### config.mk
export PLATFORM = sky130hd
export DESIGN_NAME = pdpwm_top
export DESIGN_NICKNAME = d
export VERILOG_FILES = /design/src/rtl/pdpwm_pkg.sv /design/src/rtl/pdpwm_timebase.sv /design/src/rtl/pdpwm_regs.sv /design/src/rtl/pdpwm_chan.sv /design/src/rtl/pdpwm_top.sv
export SDC_FILE = /design/constraint.sdc
export NUM_CORES = 1
export LEC_CHECK = 0
export BUFFER_PORTS_ARGS = -buffer_cell sky130_fd_sc_hd__buf_2
export CAP_MARGIN = 25
export CORE_MARGIN = 10
export CORE_UTILIZATION = 67
export DETAILED_ROUTE_END_ITERATION = 8
export GPL_TIMING_DRIVEN = 0
export PLACE_DENSITY_LB_ADDON = 0.1
export RECOVER_POWER = 50
export REMOVE_ABC_BUFFERS = 1
export SLEW_MARGIN = 0
export SYNTH_ARGS = -nofsm -noshare
export SYNTH_HDL_FRONTEND = slang
export SYNTH_SLANG_ARGS = --single-unit
### constraint.sdc
create_clock -name clk -period 7.15 [get_ports clk]
set_input_delay 1.43 -clock clk [delete_from_list [all_inputs] [get_ports clk]]
set_output_delay 1.43 -clock clk [all_outputs]
set_load 0.005 [all_outputs]
### src/rtl/pdpwm_pkg.sv
package pdpwm_pkg;
  localparam int unsigned SEL_W = 3;

  typedef enum logic [SEL_W-1:0] {
    CS_OFF = 3'd0,
    CS_D1  = 3'd1,
    CS_D2  = 3'd2,
    CS_D4  = 3'd3,
    CS_D8  = 3'd4,
    CS_D16 = 3'd5
  } clk_sel_e;
endpackage

### src/rtl/pdpwm_timebase.sv
module pdpwm_timebase
  import pdpwm_pkg::*;
#(
  parameter int CNT_W = 8,
  parameter int PS_W  = 4
) (
  input  logic             clk,
  input  logic             rst_n,
  input  logic [SEL_W-1:0] sel_i,
  output logic             en_o,
  output logic             chg_o,
  output logic             tick_o,
  output logic             wrap_o,
  output logic [CNT_W-1:0] cnt_o,
  output logic [PS_W-1:0]  presc_o
);
  localparam int MAX_SEL = PS_W + 1;

  logic [SEL_W-1:0] sel_q;
  logic [PS_W-1:0]  presc_q, presc_d, mask;
  logic [CNT_W-1:0] cnt_q, cnt_d;
  logic             en, chg, tick;

  // divider decode: select value s>0 gives a terminal count of 2^(s-1)-1
  always_comb begin
    en   = (sel_q != '0) && (int'(sel_q) <= MAX_SEL);
    mask = '0;
    for (int i = 0; i < PS_W; i++) begin
      if (i + 1 < int'(sel_q)) mask[i] = 1'b1;
    end
    chg  = (sel_i != sel_q);
    tick = en && !chg && (presc_q == mask);
  end

  always_comb begin
    presc_d = (!en || chg || tick) ? '0 : presc_q + 1'b1;
    if (!en)       cnt_d = '0;
    else if (tick) cnt_d = cnt_q + 1'b1;
    else           cnt_d = cnt_q;
  end

  always_ff @(posedge clk or negedge rst_n) begin
    if (!rst_n) begin
      sel_q   <= CS_OFF;
      presc_q <= '0;
      cnt_q   <= '0;
    end else begin
      sel_q   <= sel_i;
      presc_q <= presc_d;
      if (!en || tick) cnt_q <= cnt_d;
    end
  end

  assign en_o    = en;
  assign chg_o   = chg;
  assign tick_o  = tick;
  assign wrap_o  = tick && (cnt_q == '1);
  assign cnt_o   = cnt_q;
  assign presc_o = presc_q;
endmodule

### src/rtl/pdpwm_regs.sv
module pdpwm_regs #(
  parameter int N_CH = 8,
  parameter int DW   = 8,
  parameter int CH_W = 3
) (
  input  logic                      clk,
  input  logic                      rst_n,
  input  logic                      wr_en,
  input  logic [CH_W-1:0]           wr_ch,
  input  logic [DW-1:0]             wr_data,
  input  logic [CH_W-1:0]           rd_ch,
  output logic [DW-1:0]             rd_data,
  input  logic                      load,
  output logic [N_CH-1:0][DW-1:0]   act_o
);
  logic [N_CH-1:0][DW-1:0] pend_q;
  logic [N_CH-1:0][DW-1:0] act_q;

  for (genvar g = 0; g < N_CH; g++) begin : g_ch
    logic hit;
    assign hit = wr_en && (wr_ch == CH_W'(g));

    always_ff @(posedge clk or negedge rst_n) begin
      if (!rst_n) begin
        pend_q[g] <= '0;
        act_q[g]  <= '0;
      end else begin
        if (hit)  pend_q[g] <= wr_data;
        if (load) act_q[g]  <= pend_q[g];
      end
    end
  end

  assign rd_data = pend_q[rd_ch];
  assign act_o   = act_q;
endmodule

### src/rtl/pdpwm_chan.sv
module pdpwm_chan #(
  parameter int DW = 8
) (
  input  logic          en,
  input  logic [DW-1:0] cnt,
  input  logic [DW-1:0] code,
  output logic          pwm
);
  localparam int H = DW / 2;

  logic [H-1:0] idx, phase, idx_rev;
  logic         extra;
  logic [H:0]   limit;

  always_comb begin
    idx   = cnt[DW-1:H];
    phase = cnt[H-1:0];
    for (int b = 0; b < H; b++) idx_rev[b] = idx[H-1-b];
    extra = (idx_rev < code[H-1:0]);
    limit = {1'b0, code[DW-1:H]} + {{H{1'b0}}, extra};
    pwm   = en && ({1'b0, phase} < limit);
  end
endmodule

### src/rtl/pdpwm_top.sv
module pdpwm_top
  import pdpwm_pkg::*;
#(
  parameter int N_CH = 8,
  parameter int DW   = 8,
  parameter int PS_W = 4,
  localparam int CH_W = (N_CH > 1) ? $clog2(N_CH) : 1
) (
  input  logic             clk,
  input  logic             rst_n,
  input  logic             wr_en,
  input  logic [CH_W-1:0]  wr_ch,
  input  logic [DW-1:0]    wr_data,
  input  logic [CH_W-1:0]  rd_ch,
  output logic [DW-1:0]    rd_data,
  input  logic [SEL_W-1:0] clk_sel,
  output logic [N_CH-1:0]  pwm_o
);
  logic                    rs1_q, rs2_q, rst_s_n;
  logic                    tb_en, tb_chg, tb_tick, tb_wrap;
  logic [DW-1:0]           tb_cnt;
  logic [PS_W-1:0]         tb_presc;
  logic [N_CH-1:0][DW-1:0] act;

  always_ff @(posedge clk or negedge rst_n) begin
    if (!rst_n) begin
      rs1_q <= 1'b0;
      rs2_q <= 1'b0;
    end else begin
      rs1_q <= 1'b1;
      rs2_q <= rs1_q;
    end
  end
  assign rst_s_n = rs2_q;

  pdpwm_timebase #(.CNT_W(DW), .PS_W(PS_W)) u_tb (
    .clk(clk), .rst_n(rst_s_n), .sel_i(clk_sel),
    .en_o(tb_en), .chg_o(tb_chg), .tick_o(tb_tick), .wrap_o(tb_wrap),
    .cnt_o(tb_cnt), .presc_o(tb_presc)
  );

  pdpwm_regs #(.N_CH(N_CH), .DW(DW), .CH_W(CH_W)) u_regs (
    .clk(clk), .rst_n(rst_s_n),
    .wr_en(wr_en), .wr_ch(wr_ch), .wr_data(wr_data),
    .rd_ch(rd_ch), .rd_data(rd_data),
    .load(tb_wrap || !tb_en), .act_o(act)
  );

  for (genvar g = 0; g < N_CH; g++) begin : g_out
    pdpwm_chan #(.DW(DW)) u_chan (
      .en(tb_en), .cnt(tb_cnt), .code(act[g]), .pwm(pwm_o[g])
    );
  end
endmodule

After elaboration in Yosys (flattened, before gate mapping)

Cells that the tools add are included.

Output and inout port bits: 16
Input port bits: 20
Register bits: 145

Muxes and demuxes: 9
Reductions and logical operators: 29
Equality and inequality tests: 11
Add/sub/neg operators: 10
$lt $le $gt $ge: 22

Operators by type and width:

| cell                | count |
|---|---|
| $add 4x1->5         | 8 |
| $lt 4x5->1          | 8 |
| $lt 4x4->1          | 8 |
| $bmux 8 s3          | 1 |
| $mux 8              | 3 |
| $logic_and 1x1->1   | 20 |
| $eq 3x3->1 const B  | 4 |
| $add 8x1->8 const B | 1 |
| $eq 8x8->1 const B  | 1 |
| $eq 3x2->1 const B  | 2 |
| $lt 2x3->1 const A  | 2 |
| $add 4x1->4 const B | 1 |
| $eq 4x4->1          | 1 |
| $logic_or 1x1->1    | 4 |
| $lt 3x4->1 const B  | 1 |
| $mux 1              | 4 |
| $mux 4              | 1 |
| $eq 3x1->1 const B  | 1 |
| $le 3x3->1 const B  | 1 |
| $logic_not 3->1     | 1 |
| $lt 1x3->1 const A  | 1 |
| $lt 3x3->1 const A  | 1 |
| $ne 3x3->1          | 1 |
| $reduce_bool 3->1   | 1 |
| other kinds (3)     | 4 |

Logic depth before layout (Yosys ltp)

Gate-level depths: netlist of the first run.

Word-level depth: 6
Mapped depth: 14
Depth with buffers taken out: 13

Modules after synthesis

A second synthesis of the first run with hierarchy kept.

Cells, all modules: 619
Area total of the unflattened synthesis: 7998.9 um^2

Modules (own cells, without submodules):

| module         | cells each | area each (um^2) | sequential area each (um^2) | instances |
|---|---|---|---|---|
| pdpwm_regs     | 307        | 5348.9           | 3203.1                      | 1 |
| pdpwm_chan     | 27         | 211.5            | 0.0                         | 8 |
| pdpwm_timebase | 92         | 898.4            | 375.4                       | 1 |
| pdpwm_top      | 4          | 60.1             | 50.0                        | 1 |

Least setup slack after synthesis of the first run

No wires, ideal clock.

Path kind: in2out
From: in rd_ch[0]
To: out rd_data[0]
Setup slack: 2.795 ns
Data arrival time: 2.925 ns
Buffers on the path: 2
Cell stages on the path: 4
Cell sequence: clkbuf_1 buf_2 mux4_2 mux2_2

Longest elaborated chain between the ends: 2

RTL lines:

| item                         | line             | source |
|---|---|---|
| start, declared              | pdpwm_top.sv:14  | `input logic [CH_W-1:0] rd_ch,` |
| $bmux 8 s3                   | pdpwm_regs.sv:34 | `assign rd_data = pend_q[rd_ch];` |
| $mux 8 (not written as such) | pdpwm_regs.sv:34 |  |
| end, declared                | pdpwm_top.sv:15  | `output logic [DW-1:0] rd_data,` |

No other way between the ends. The select of a mux whose other input is x is not followed.

Worst setup path after layout of the first run

From: reg u_tb.cnt_q[6], in the netlist u_tb.cnt_o[6]
To: out pwm_o[1]

Longest elaborated chain between the ends: 4

RTL lines:

| item                   | line                 | source |
|---|---|---|
| start, declared        | pdpwm_timebase.sv:21 | `logic [CNT_W-1:0] cnt_q, cnt_d;` |
| start signal, assigned | pdpwm_timebase.sv:50 | `if (!en \|\| tick) cnt_q <= cnt_d;` |
| $lt 4x4->1             | pdpwm_chan.sv:19     | `extra = (idx_rev < code[H-1:0]);` |
| $add 4x1->5            | pdpwm_chan.sv:20     | `limit = {1'b0, code[DW-1:H]} + {{H{1'b0}}, extra};` |
| $lt 4x5->1             | pdpwm_chan.sv:21     | `pwm = en && ({1'b0, phase} < limit);` |
| $logic_and 1x1->1      | pdpwm_chan.sv:21     |  |
| end, declared          | pdpwm_top.sv:17      | `output logic [N_CH-1:0] pwm_o` |

No other way between the ends.

==> impl_metrics.csv, run 1 <==
group,metric,value,unit
outcome,status,"complete, but fails checks",
outcome,violations,"capacitance limit, slew limit",
global_route,grt_pass1_vias,5229,
drt,wl_per_cell,20.9,um
pwr,ir_drop,203,uV
drt,drt-initial-drc-count,315,
sta,final_hold_viol_count,0,
drt,final_antenna_net_count,0,
floorplan,core_area,12000,sq um
critical_path,ff2ff_path_depth,1,
synthesis,yosysWarnings,0,
sta,rsz0062_at_grt,"false",
floorplan,start_util,0.680,
critical_path,path_cells,"ha_1 > a21o_1 > a21o_1 > a21oi_1 > ha_1 > ha_1 > inv_1 > ha_1 > a21o_1 > a21o_1 > a21o_1 > a21oi_1 > buf_2",
pwr,switching_share,0.272,
clock_tree,ctsHoldBuffers,0,
critical_path,path_class,"flop to output pin",
critical_path,r2r-end,"u_regs.pend_q[11]$_DFFE_PN0P_",
critical_path,cp_slowest_cell,"dfrtp_1",
global_route,grt_pass1_wl,27800,um
critical_path,timing.rr.start,"rs2_q$_DFF_PN0_",
sta,finalMaxSlewViolations,148,
sta,fmax,204,MHz
sta,setup_viol,0,
critical_path,cpPeakStageDelay,0.63,ns
synthesis,ys_ff_latch,145,
min_path,hold_end,"rs2_q$_DFF_PN0_",
layout,drive_gt1_frac,0.349,
pwr,pwr-share-comb,0.260,
critical_path,crit_top_cell,"a21o_1",
critical_path,r2r_slack,2.64,ns
sta,relSlewSlack,-1.20,
global_route,grt_usage,0.215,
clock_tree,cts_resized,0,
drt,routed_wl,16600,um
clock_tree,root_buffer,"clkbuf_16",
place,dp.final_hpwl,11500,um
clock_tree,htree_levels,4,
pwr,p_per_area,330,nW/um^2
clock_tree,clock_path_buffers,2,
layout,layout_commonest_cell,"dfrtp_1",
clock_tree,cts_made_buffers,17,
floorplan,fp.dieW,130,um
global_route,overflow,0,
layout,final_cells,795,
pwr,intPower,2150,uW
job,drv_cap,3,
clock_tree,cts_num_sinks,145,
sta,tightest_slew,3.31,ns
critical_path,required,5.72,ns
synthesis,synth_seq_area_share,0.446,
place,port_buffers,35,
place,place_inst,763,
pwr,switching_power,806,uW
floorplan,io_pins,36,
layout,layout.nets,721,
clock_tree,cts_tree,"built",
sta,setup_tns,0,ns
min_path,hold_class,"flop to flop",
layout,final_cell_mix,"145 x dfrtp_1, 76 x mux2_2, 66 x ha_1",
pwr,p_leak,0.00456,uW
critical_path,start_kind,"flop",
critical_path,cp_max_fo,11,
floorplan,num_rows,40,
clock_tree,post_cts_buffers,0,
floorplan,die-area,17000,sq um
synthesis,synth_area,8140,sq um
place,gp_congestion,0.776,
global_route,grt_antenna_before_repair,0,
critical_path,cp.buffers_inverters,2,
synthesis,synth_cell_types,45,
layout,syn_to_final_growth,10.1,%
synthesis,ys.flop_type,"dfrtp_1",
clock_tree,clock_latency,0.43,ns
sta,period_minus_slack,4.90,ns
layout,diodes,0,
drt,firstDrtPassIters,4,
synthesis,synth_area_per_cell,13.4,sq um
critical_path,arrival,3.47,ns
pwr,seqPwrFrac,0.401,
global_route,grt_max_degree,65,
min_path,hold_depth,0,
synthesis,synth-edff-count,0,
drt,num_vias,4809,
pwr,clockPowerShare,0.340,
floorplan,fp.dieH,130,um
sta,hold_slack,0.347,ns
drt,drc_errors,0,
synthesis,syn_inst,606,
drt,via_per_inst,6.05,
sta,period_share,0.685,
clock_tree,path_clk_slew,0.06,ns
critical_path,crit_family,"compound AO/OA/AOI/OAI gates",
critical_path,endpoint_kind,"output pin",
sta,finalClockSkew,0.0102,ns
synthesis,ys_async_sr_fraction,1.00,
min_path,worstHoldStart,"rs1_q$_DFF_PN0_",
==> cell families after synthesis <==
kind of cell,synth area share
mux,0.261
flops,0.446
compound gates,0.0641
simple gates,0.0584
fa+ha+maj,0.101
buf+inv,0.0469
xor+xnor,0.0215
other cells,0.000461
==> cell type report <==
type	count	area, sq um
Clock buffer	23	498
Clock inverter	9	175
Fill cell	769	3000
Inverter	33	124
Multi-Input combinational cell	398	4130
Sequential cell	145	3630
Tap cell	147	184
Timing Repair Buffer	40	221
==> cells in the mapped netlist, drive strengths merged, types with 3 or more instances <==
master / instances / area, sq um
a21o: 41 / 308
a21oi: 25 / 129
and3: 4 / 26.3
buf: 21 / 224
clkbuf: 9 / 33.8
dfrtp: 145 / 3630
ha: 66 / 826
inv: 33 / 124
mux2: 136 / 1760
mux4: 16 / 360
nand2: 9 / 33.8
nand2b: 17 / 106
nand3: 20 / 100
nand4b: 6 / 52.6
nor2: 7 / 26.3
nor3: 3 / 20.0
o21ai: 8 / 40.0
or3: 3 / 23.8
xnor2: 9 / 78.8
xor2: 11 / 96.3
==> sequential cells by signal, summed over array words and instances (netlist names) <==
register	cells
u_regs.act_o	64
u_tb.sel_q	3
rs2_q	1
rs1_q	1
u_tb.presc_o	4
u_tb.cnt_o	8
u_regs.pend_q	64
==> through the flow <==
| stage | cell area, sq um | util | power, uW | setup slack [ns] |
|---|---|---|---|---|
| after floorplan | 7880 | - | 1760 | 2.11 |
| after global routing | 8960 | 0.749 | 3130 | 1.79 |
| after global placement | 8240 | 0.689 | 1920 | 1.20 |
| after CTS | 9010 | 0.753 | 2980 | 2.21 |
| final | 8960 | 0.749 | 2960 | 2.25 |
| after detailed placement | 8340 | 0.697 | 1960 | 2.70 |
==> per-layer routing <==
metal | vias up | wire, um | GRT usage
li1 | 2252 | - | -
met5 | - | 0 | 0
met3 | 22 | 689 | 0.0458
met2 | 83 | 8070 | 0.348
met1 | 2452 | 7550 | 0.279
met4 | 0 | 272 | 0.0747
==> worst max path at each step <==
stage / to / slack [ns] / from / cells after the start
after floorplan: u_regs.act_o[48]$_DFFE_PN0P_ / 2.11 / clk_sel[1] / 5
after global placement: u_regs.act_o[51]$_DFFE_PN0P_ / 1.20 / clk_sel[1] / 6
after detailed placement: pwm_o[0] / 2.70 / u_tb.cnt_o[6]$_DFFE_PN0P_ / 13
after CTS: pwm_o[0] / 2.21 / u_tb.cnt_o[6]$_DFFE_PN0P_ / 13
after global routing: u_regs.pend_q[19]$_DFFE_PN0P_ / 1.79 / rs2_q$_DFF_PN0_ / 1
final: pwm_o[1] / 2.25 / u_tb.cnt_o[6]$_DFFE_PN0P_ / 13
==> power groups by stage <==
stage,Clock [uW],Combinational [uW],Sequential (uW)
finish,1000,768,1190
global route,1050,861,1220
CTS,1010,782,1190
detailed placement,0,765,1200
global placement,0,724,1200
floorplan,0,609,1150
No activity file was read; power rests on OpenSTA's default activity.
==> run 2: changes to the inputs <==
--- a/config.mk
+++ b/config.mk
@@ -5,10 +5,11 @@
 export SDC_FILE = /design/constraint.sdc
 export NUM_CORES = 1
 export LEC_CHECK = 0
+export ABC_AREA = 1
 export BUFFER_PORTS_ARGS = -buffer_cell sky130_fd_sc_hd__buf_2
 export CAP_MARGIN = 25
 export CORE_MARGIN = 10
-export CORE_UTILIZATION = 67
+export CORE_UTILIZATION = 56
 export DETAILED_ROUTE_END_ITERATION = 8
 export GPL_TIMING_DRIVEN = 0
 export PLACE_DENSITY_LB_ADDON = 0.1
==> constraint.sdc (replaced) <==
create_clock -name clk -period 4 [get_ports clk]
set_input_delay 0.8 -clock clk [delete_from_list [all_inputs] [get_ports clk]]
set_output_delay 0.8 -clock clk [all_outputs]
set_load 0.005 [all_outputs]
==> run 2 against run 1 <==
The flow now finishes without violations. Synthesized area increased by 1.8%. Clock skew down 0.0047 ns. Global-route usage fell by 2.0 points. Core utilization decreased by 11 points.
==> impl_metrics.csv, run 2 <==
group,metric,value,unit
outcome,status,"finished clean",
pwr,ir_drop,344,uV
place,gp_congestion,0.778,
drt,drc_errors,0,
synthesis,synth_top_area_frac,0.438,
floorplan,start_util,0.570,
synthesis,synth_area_per_cell,8.57,sq um
synthesis,synth_cell_types,29,
place,port_buffers,35,
clock_tree,cts_tree,"built",
synthesis,yosysWarnings,0,
drt,num_vias,6307,
global_route,grt_pass1_wl,31300,um
synthesis,yosys-top-cells-count,"269 x nand2_1, 145 x dfrtp_1, 82 x o21ai_0",
floorplan,core_area,14500,sq um
synthesis,synth_top_cell_by_area,"dfrtp_1",
sta,setup_viol,0,
layout,register_area,3630,sq um
critical_path,arrival,3.07,ns
floorplan,die-area,20100,sq um
global_route,overflow,0,
drt,firstDrtPassIters,5,
floorplan,num_rows,44,
sta,setup_tns,0,ns
synthesis,synth-edff-count,0,
synthesis,syn_inst,967,
clock_tree,clock_latency,0.43,ns
clock_tree,cts_made_buffers,17,
clock_tree,root_buffer,"clkbuf_16",
place,dp.final_hpwl,12600,um
critical_path,crit_path_start,"u_tb.cnt_o[6]$_DFFE_PN0P_",
synthesis,synth_area,8280,sq um
pwr,p_leak,0.00465,uW
global_route,grt_usage,0.194,
drt,via_per_inst,5.35,
layout,layout_commonest_cell,"nand2_1",
clock_tree,htree_levels,4,
pwr,switching_share,0.294,
drt,wl_per_cell,16.2,um
sta,relSlewSlack,0.0765,
floorplan,io_pins,36,
critical_path,endpoint_kind,"output pin",
floorplan,fp.dieW,142,um
sta,rsz0062_at_grt,"true",
clock_tree,clock_path_buffers,2,
synthesis,ys_async_sr_fraction,1.00,
critical_path,start_kind,"flop",
sta,finalMaxSlewViolations,0,
critical_path,crit_top_cell,"ha_1",
place,postPlaceCellArea,8490,sq um
pwr,power,4730,uW
critical_path,cpPeakStageDelay,0.50,ns
pwr,intPower,3340,uW
critical_path,cp_max_fo,6,
floorplan,fp.dieH,142,um
sta,final_hold_viol_count,0,
drt,drt-initial-drc-count,457,
sta,finalClockSkew,0.00550,ns
pwr,p_per_area,513,nW/um^2
critical_path,cp_slowest_cell,"dfrtp_4",
layout,layout.nets,1067,
global_route,grt_antenna_before_repair,0,
synthesis,synth_seq_area_share,0.438,
synthesis,synth_area_leaders,"dfrtp_1 44%, nand2_1 12%, ha_1 10%",
synthesis,synth_most_common_cell,"nand2_1",
pwr,seqPwrFrac,0.414,
critical_path,path_class,"flop to output pin",
pwr,switching_power,1390,uW
clock_tree,cts_num_sinks,145,
sta,tightest_slew,1.39,ns
clock_tree,path_clk_slew,0.06,ns
sta,period_minus_slack,3.87,ns
global_route,grt_pass1_vias,6054,
layout,diodes,0,
pwr,pwr-share-comb,0.198,
critical_path,path_cells,"buf_12 > ha_1 > a21oi_1 > o21a_1 > ha_1 > ha_1 > inv_1 > ha_1 > a21oi_2 > nor2_1 > o21ai_0 > nand2_1 > a21oi_1 > buf_2",
layout,multi_input_area,4110,sq um
layout,design_area,9220,sq um
critical_path,timing.rr.start,"u_tb.cnt_o[1]$_DFFE_PN0P_",
sta,hold_slack,0.142,ns
layout,drive_gt1_frac,0.154,
synthesis,ys_ff_latch,145,
job,drv_cap,0,
min_path,hold_class,"primary input to asynchronous set/reset pin",
pwr,clockPowerShare,0.388,
layout,final_cell_mix,"269 x nand2_1, 142 x dfrtp_1, 78 x o21ai_0",
synthesis,ys.flop_type,"dfrtp_1",
drt,final_antenna_net_count,0,
global_route,grt_max_degree,65,
clock_tree,ctsHoldBuffers,0,
sta,fmax,259,MHz
drt,routed_wl,19100,um
layout,syn_to_final_growth,11.4,%
critical_path,required,3.20,ns
sta,period_share,0.967,
layout,fill_cells,1299,
-- run 2: cell types whose count changed in the layout (fill, tap and decap cells not counted), moves of 16 or more --
| cell | change |
|---|---|
| nand2b_1 | -17 |
| inv_1 | +36 |
| nand3_1 | +24 |
| nor2_1 | +70 |
| nand3_2 | +55 |
| o21ai_0 | +71 |
| mux4_2 | -16 |
| nand2_1 | +260 |
| a21o_1 | -41 |
| mux2_4 | -60 |
| o32ai_1 | +16 |
| mux2_2 | -76 |
-- run 2: logic make-up after synthesis --
group	Yosys count	synth area share
xor+xnor	27	0.0286
flops	145	0.438
compound gates	148	0.100
other cells	1	0.000453
simple gates	457	0.261
buf+inv	123	0.0719
fa+ha+maj	66	0.0997
-- run 2: repair_timing --
action / CTS / global route
setup endpoints to repair: 6 / 8
pin swaps: 0 / 5
gates resized for setup: 2 / 19
setup buffers: 0 / 3
-- run 2: final cells by class --
class	instances	area share
Timing Repair Buffer	43	0.0304
Multi-Input combinational cell	699	0.445
Tap cell	184	0.0250
Inverter	75	0.0311
Clock inverter	13	0.0251
Sequential cell	145	0.394
Clock buffer	19	0.0491
-- run 2: power by group through the flow --
stage / sequential (uW) / combinational, uW / clock [uW]
detailed placement: 1980 / 918 / 0
global route: 1990 / 1110 / 1930
finish: 1960 / 939 / 1840
CTS: 1960 / 932 / 1850
global placement: 2000 / 857 / 0
floorplan: 1940 / 671 / 0
-- run 2: through the flow --
stage / setup slack [ns] / cells / utilization
floorplan: -0.339 / 919 / -
global placement: -2.13 / 1138 / 0.576
detailed placement: 0.394 / 1142 / 0.584
CTS: 0.0381 / 1174 / 0.632
global route: -0.0236 / 1178 / 0.635
finish: 0.132 / 1178 / 0.635
-- run 2: critical path: cells and delay by family (launching register included) --
family                   cells  cell delay (ns)
adder cells (fa/ha/maj)      4             1.03
AO/OA/AOI/OAI                5             0.68
buffers and inverters        3             0.30
AND/OR/NAND/NOR              2             0.12
flip-flops                   1             0.50
-- run 2: routing by layer --
layer / global-route usage / part of all wire / up-vias / routed length, um
li1: - / - / 3203 / -
met1: 0.268 / 0.49 / 2969 / 9400
met2: 0.304 / 0.46 / 118 / 8690
met3: 0.0454 / 0.041 / 17 / 789
met4: 0.0409 / 0.010 / 0 / 195
met5: 0 / 0 / - / 0
-- run 2: final timing paths --
path / slack (ns) / cells after the start / to
max: 0.13 / 14 / pwm_o[1]
min reg2reg: 0.35 / 0 / rs2_q$_DFF_PN0_
min in group clk: 0.35 / 0 / rs2_q$_DFF_PN0_
max in group asynchronous: 1.23 / 1 / u_tb.cnt_o[6]$_DFFE_PN0P_
min: 0.14 / 1 / rs1_q$_DFF_PN0_
max reg2reg: 0.67 / 10 / u_regs.act_o[36]$_DFFE_PN0P_
==> run 3: changes to the inputs <==
--- a/config.mk
+++ b/config.mk
@@ -8,13 +8,11 @@
 export ABC_AREA = 1
 export BUFFER_PORTS_ARGS = -buffer_cell sky130_fd_sc_hd__buf_2
 export CAP_MARGIN = 25
-export CORE_MARGIN = 10
 export CORE_UTILIZATION = 56
 export DETAILED_ROUTE_END_ITERATION = 8
 export GPL_TIMING_DRIVEN = 0
 export PLACE_DENSITY_LB_ADDON = 0.1
 export RECOVER_POWER = 50
-export REMOVE_ABC_BUFFERS = 1
 export SLEW_MARGIN = 0
 export SYNTH_ARGS = -nofsm -noshare
 export SYNTH_HDL_FRONTEND = slang
==> run 3 against run 2 <==
The flow now finishes with violations (capacitance limit, slew limit). Total power is 3.4% lower. Register-to-register slack better by 0.93 ns. Clock skew rose by 0.0046 ns. Sequential share of layout area decreased by 1.7 points. Critical path type unchanged.
==> impl_metrics.csv, run 3 (synthesis gave the netlist of run 2 again) <==
group,metric,value,unit
outcome,status,"complete, but fails checks",
outcome,violations,"capacitance limit, slew limit",
layout,layout_commonest_cell,"nand2_1",
floorplan,num_rows,44,
floorplan,io_pins,36,
critical_path,crit_top_cell,"ha_1",
layout,register_area,3640,sq um
global_route,grt_usage,0.303,
sta,finalMaxSlewViolations,142,
global_route,overflow,0,
global_route,grt_pass1_vias,6199,
clock_tree,clock_latency,0.43,ns
pwr,power,4570,uW
layout,final_cell_mix,"269 x nand2_1, 142 x dfrtp_1, 77 x nor2_1",
layout,layout.nets,1119,
drt,drt-initial-drc-count,282,
floorplan,die-area,15300,sq um
critical_path,path_class,"flop to output pin",
floorplan,fp.dieH,124,um
sta,fmax,257,MHz
drt,firstDrtPassIters,5,
sta,relSlewSlack,-0.169,
drt,num_vias,6720,
critical_path,start_kind,"flop",
drt,routed_wl,21600,um
sta,tightest_slew,1.75,ns
critical_path,required,3.20,ns
clock_tree,root_buffer,"clkbuf_16",
place,gp_congestion,0.957,
sta,setup_tns,0,ns
clock_tree,path_clk_slew,0.06,ns
global_route,grt_antenna_before_repair,0,
floorplan,start_util,0.572,
sta,hold_slack,0.0612,ns
layout,fill_cells,1236,
layout,syn_to_final_growth,16.5,%
critical_path,cpPeakStageDelay,0.53,ns
pwr,ir_drop,284,uV
layout,drive_gt1_frac,0.201,
global_route,grt_pass1_wl,33300,um
critical_path,r2r_slack,1.60,ns
sta,setup_viol,0,
job,drv_cap,2,
pwr,p_per_area,474,nW/um^2
sta,final_hold_viol_count,0,
critical_path,arrival,3.09,ns
layout,multi_input_area,4300,sq um
clock_tree,clock_path_buffers,2,
critical_path,endpoint_kind,"output pin",
sta,period_minus_slack,3.89,ns
drt,via_per_inst,5.47,
clock_tree,htree_levels,4,
drt,final_antenna_net_count,0,
critical_path,cp_slowest_cell,"dfrtp_4",
critical_path,cp_max_fo,4,
sta,finalClockSkew,0.0101,ns
floorplan,fp.dieW,124,um
layout,final_cells,1229,
clock_tree,cts_tree,"built",
layout,final_util,0.667,
clock_tree,cts_num_sinks,145,
place,dp.final_hpwl,15000,um
drt,drc_errors,0,
place,port_buffers,34,
clock_tree,cts_made_buffers,17,
floorplan,core_area,14500,sq um
critical_path,path_cells,"buf_6 > ha_4 > nand2_1 > o21a_1 > ha_1 > ha_1 > inv_1 > ha_1 > a21oi_2 > nor2_1 > o21ai_1 > nand2_1 > a21oi_2 > buf_4 > buf_2",
pwr,p_leak,0.00479,uW
place,place_inst,1187,
synthesis,mappedNetlistNets,1053,
min_path,hold_class,"flop to asynchronous set/reset pin",
global_route,grt_max_degree,71,
sta,period_share,0.973,
sta,rsz0062_at_grt,"true",
layout,diodes,0,
drt,wl_per_cell,17.6,um
-- run 3: cell types whose count changed in the layout (fill, tap and decap cells not counted), moves of 4 or more --
cell       previous run  this run
clkbuf_1              5        28
ha_1                 63        47
buf_4                 1        14
buf_2                30        41
ha_4                  0        11
a21oi_1              32        22
a21oi_2               9        19
buf_8                 1         6
ha_2                  3         8
buf_6                 1         5
bufinv_16             6         2
o21ai_0              78        74
o21ai_1               4         8
-- run 3: path summary, 6_finish.rpt --
kind                                                end                      start  cells past startpoint
max                                            pwm_o[6]  u_tb.cnt_o[4]$_DFFE_PN0P_                     15
min                        u_regs.act_o[59]$_DFFE_PN0P_            rs2_q$_DFF_PN0_                      0
max reg2reg                 u_regs.act_o[6]$_DFFE_PN0P_  u_tb.cnt_o[1]$_DFFE_PN0P_                     10
min reg2reg                u_regs.act_o[59]$_DFFE_PN0P_            rs2_q$_DFF_PN0_                      0
max in group asynchronous     u_tb.cnt_o[5]$_DFFE_PN0P_            rs2_q$_DFF_PN0_                      1
min in group clk                        rs2_q$_DFF_PN0_            rs1_q$_DFF_PN0_                      0
-- run 3: area by class of cell --
class	count	area share
plain buffers	46	0.0307
well taps	184	0.0239
multi-input cells	699	0.445
flip-flops and latches	145	0.377
clock inverters	6	0.00830
inverters	75	0.0298
repair buffers	49	0.0349
clock buffers	25	0.0503
-- run 3: per-layer routing --
layer,vias up,part of all wire,global-route usage
met1,3184,0.46,0.428
met5,-,0,0
met2,185,0.46,0.467
met3,36,0.058,0.0540
met4,0,0.027,0.108
li1,3315,-,-
-- run 3: through the flow --
stage                     worst slack, ns  area (sq um)
final                               0.108          9650
after global routing              -0.0152          9650
after CTS                         0.00371          9410
after detailed placement            0.199          8740
after global placement              0.200          8680
after floorplan                     0.864          8280
-- run 3: report_power, final --
part,internal (uW),total (uW),switching [uW]
Clock,959,1540,578
Sequential,1730,1990,257
Combinational,476,1050,574
-- run 3: critical path, delay by kind of cell, from the launching register on --
kind | cells | cell delay, ns
AND/OR/NAND/NOR | 3 | 0.18
adder cells (fa/ha/maj) | 4 | 1.00
AO/OA/AOI/OAI | 4 | 0.55
flip-flops | 1 | 0.53
buffers and inverters | 4 | 0.41
-- run 3: timing repair --
item / CTS / global route
endpoints found under the setup margin: 8 / 8
resized for setup: 12 / 49
hold buffers: 0 / 0
setup buffers: 9 / 4
pin swaps: 0 / 19
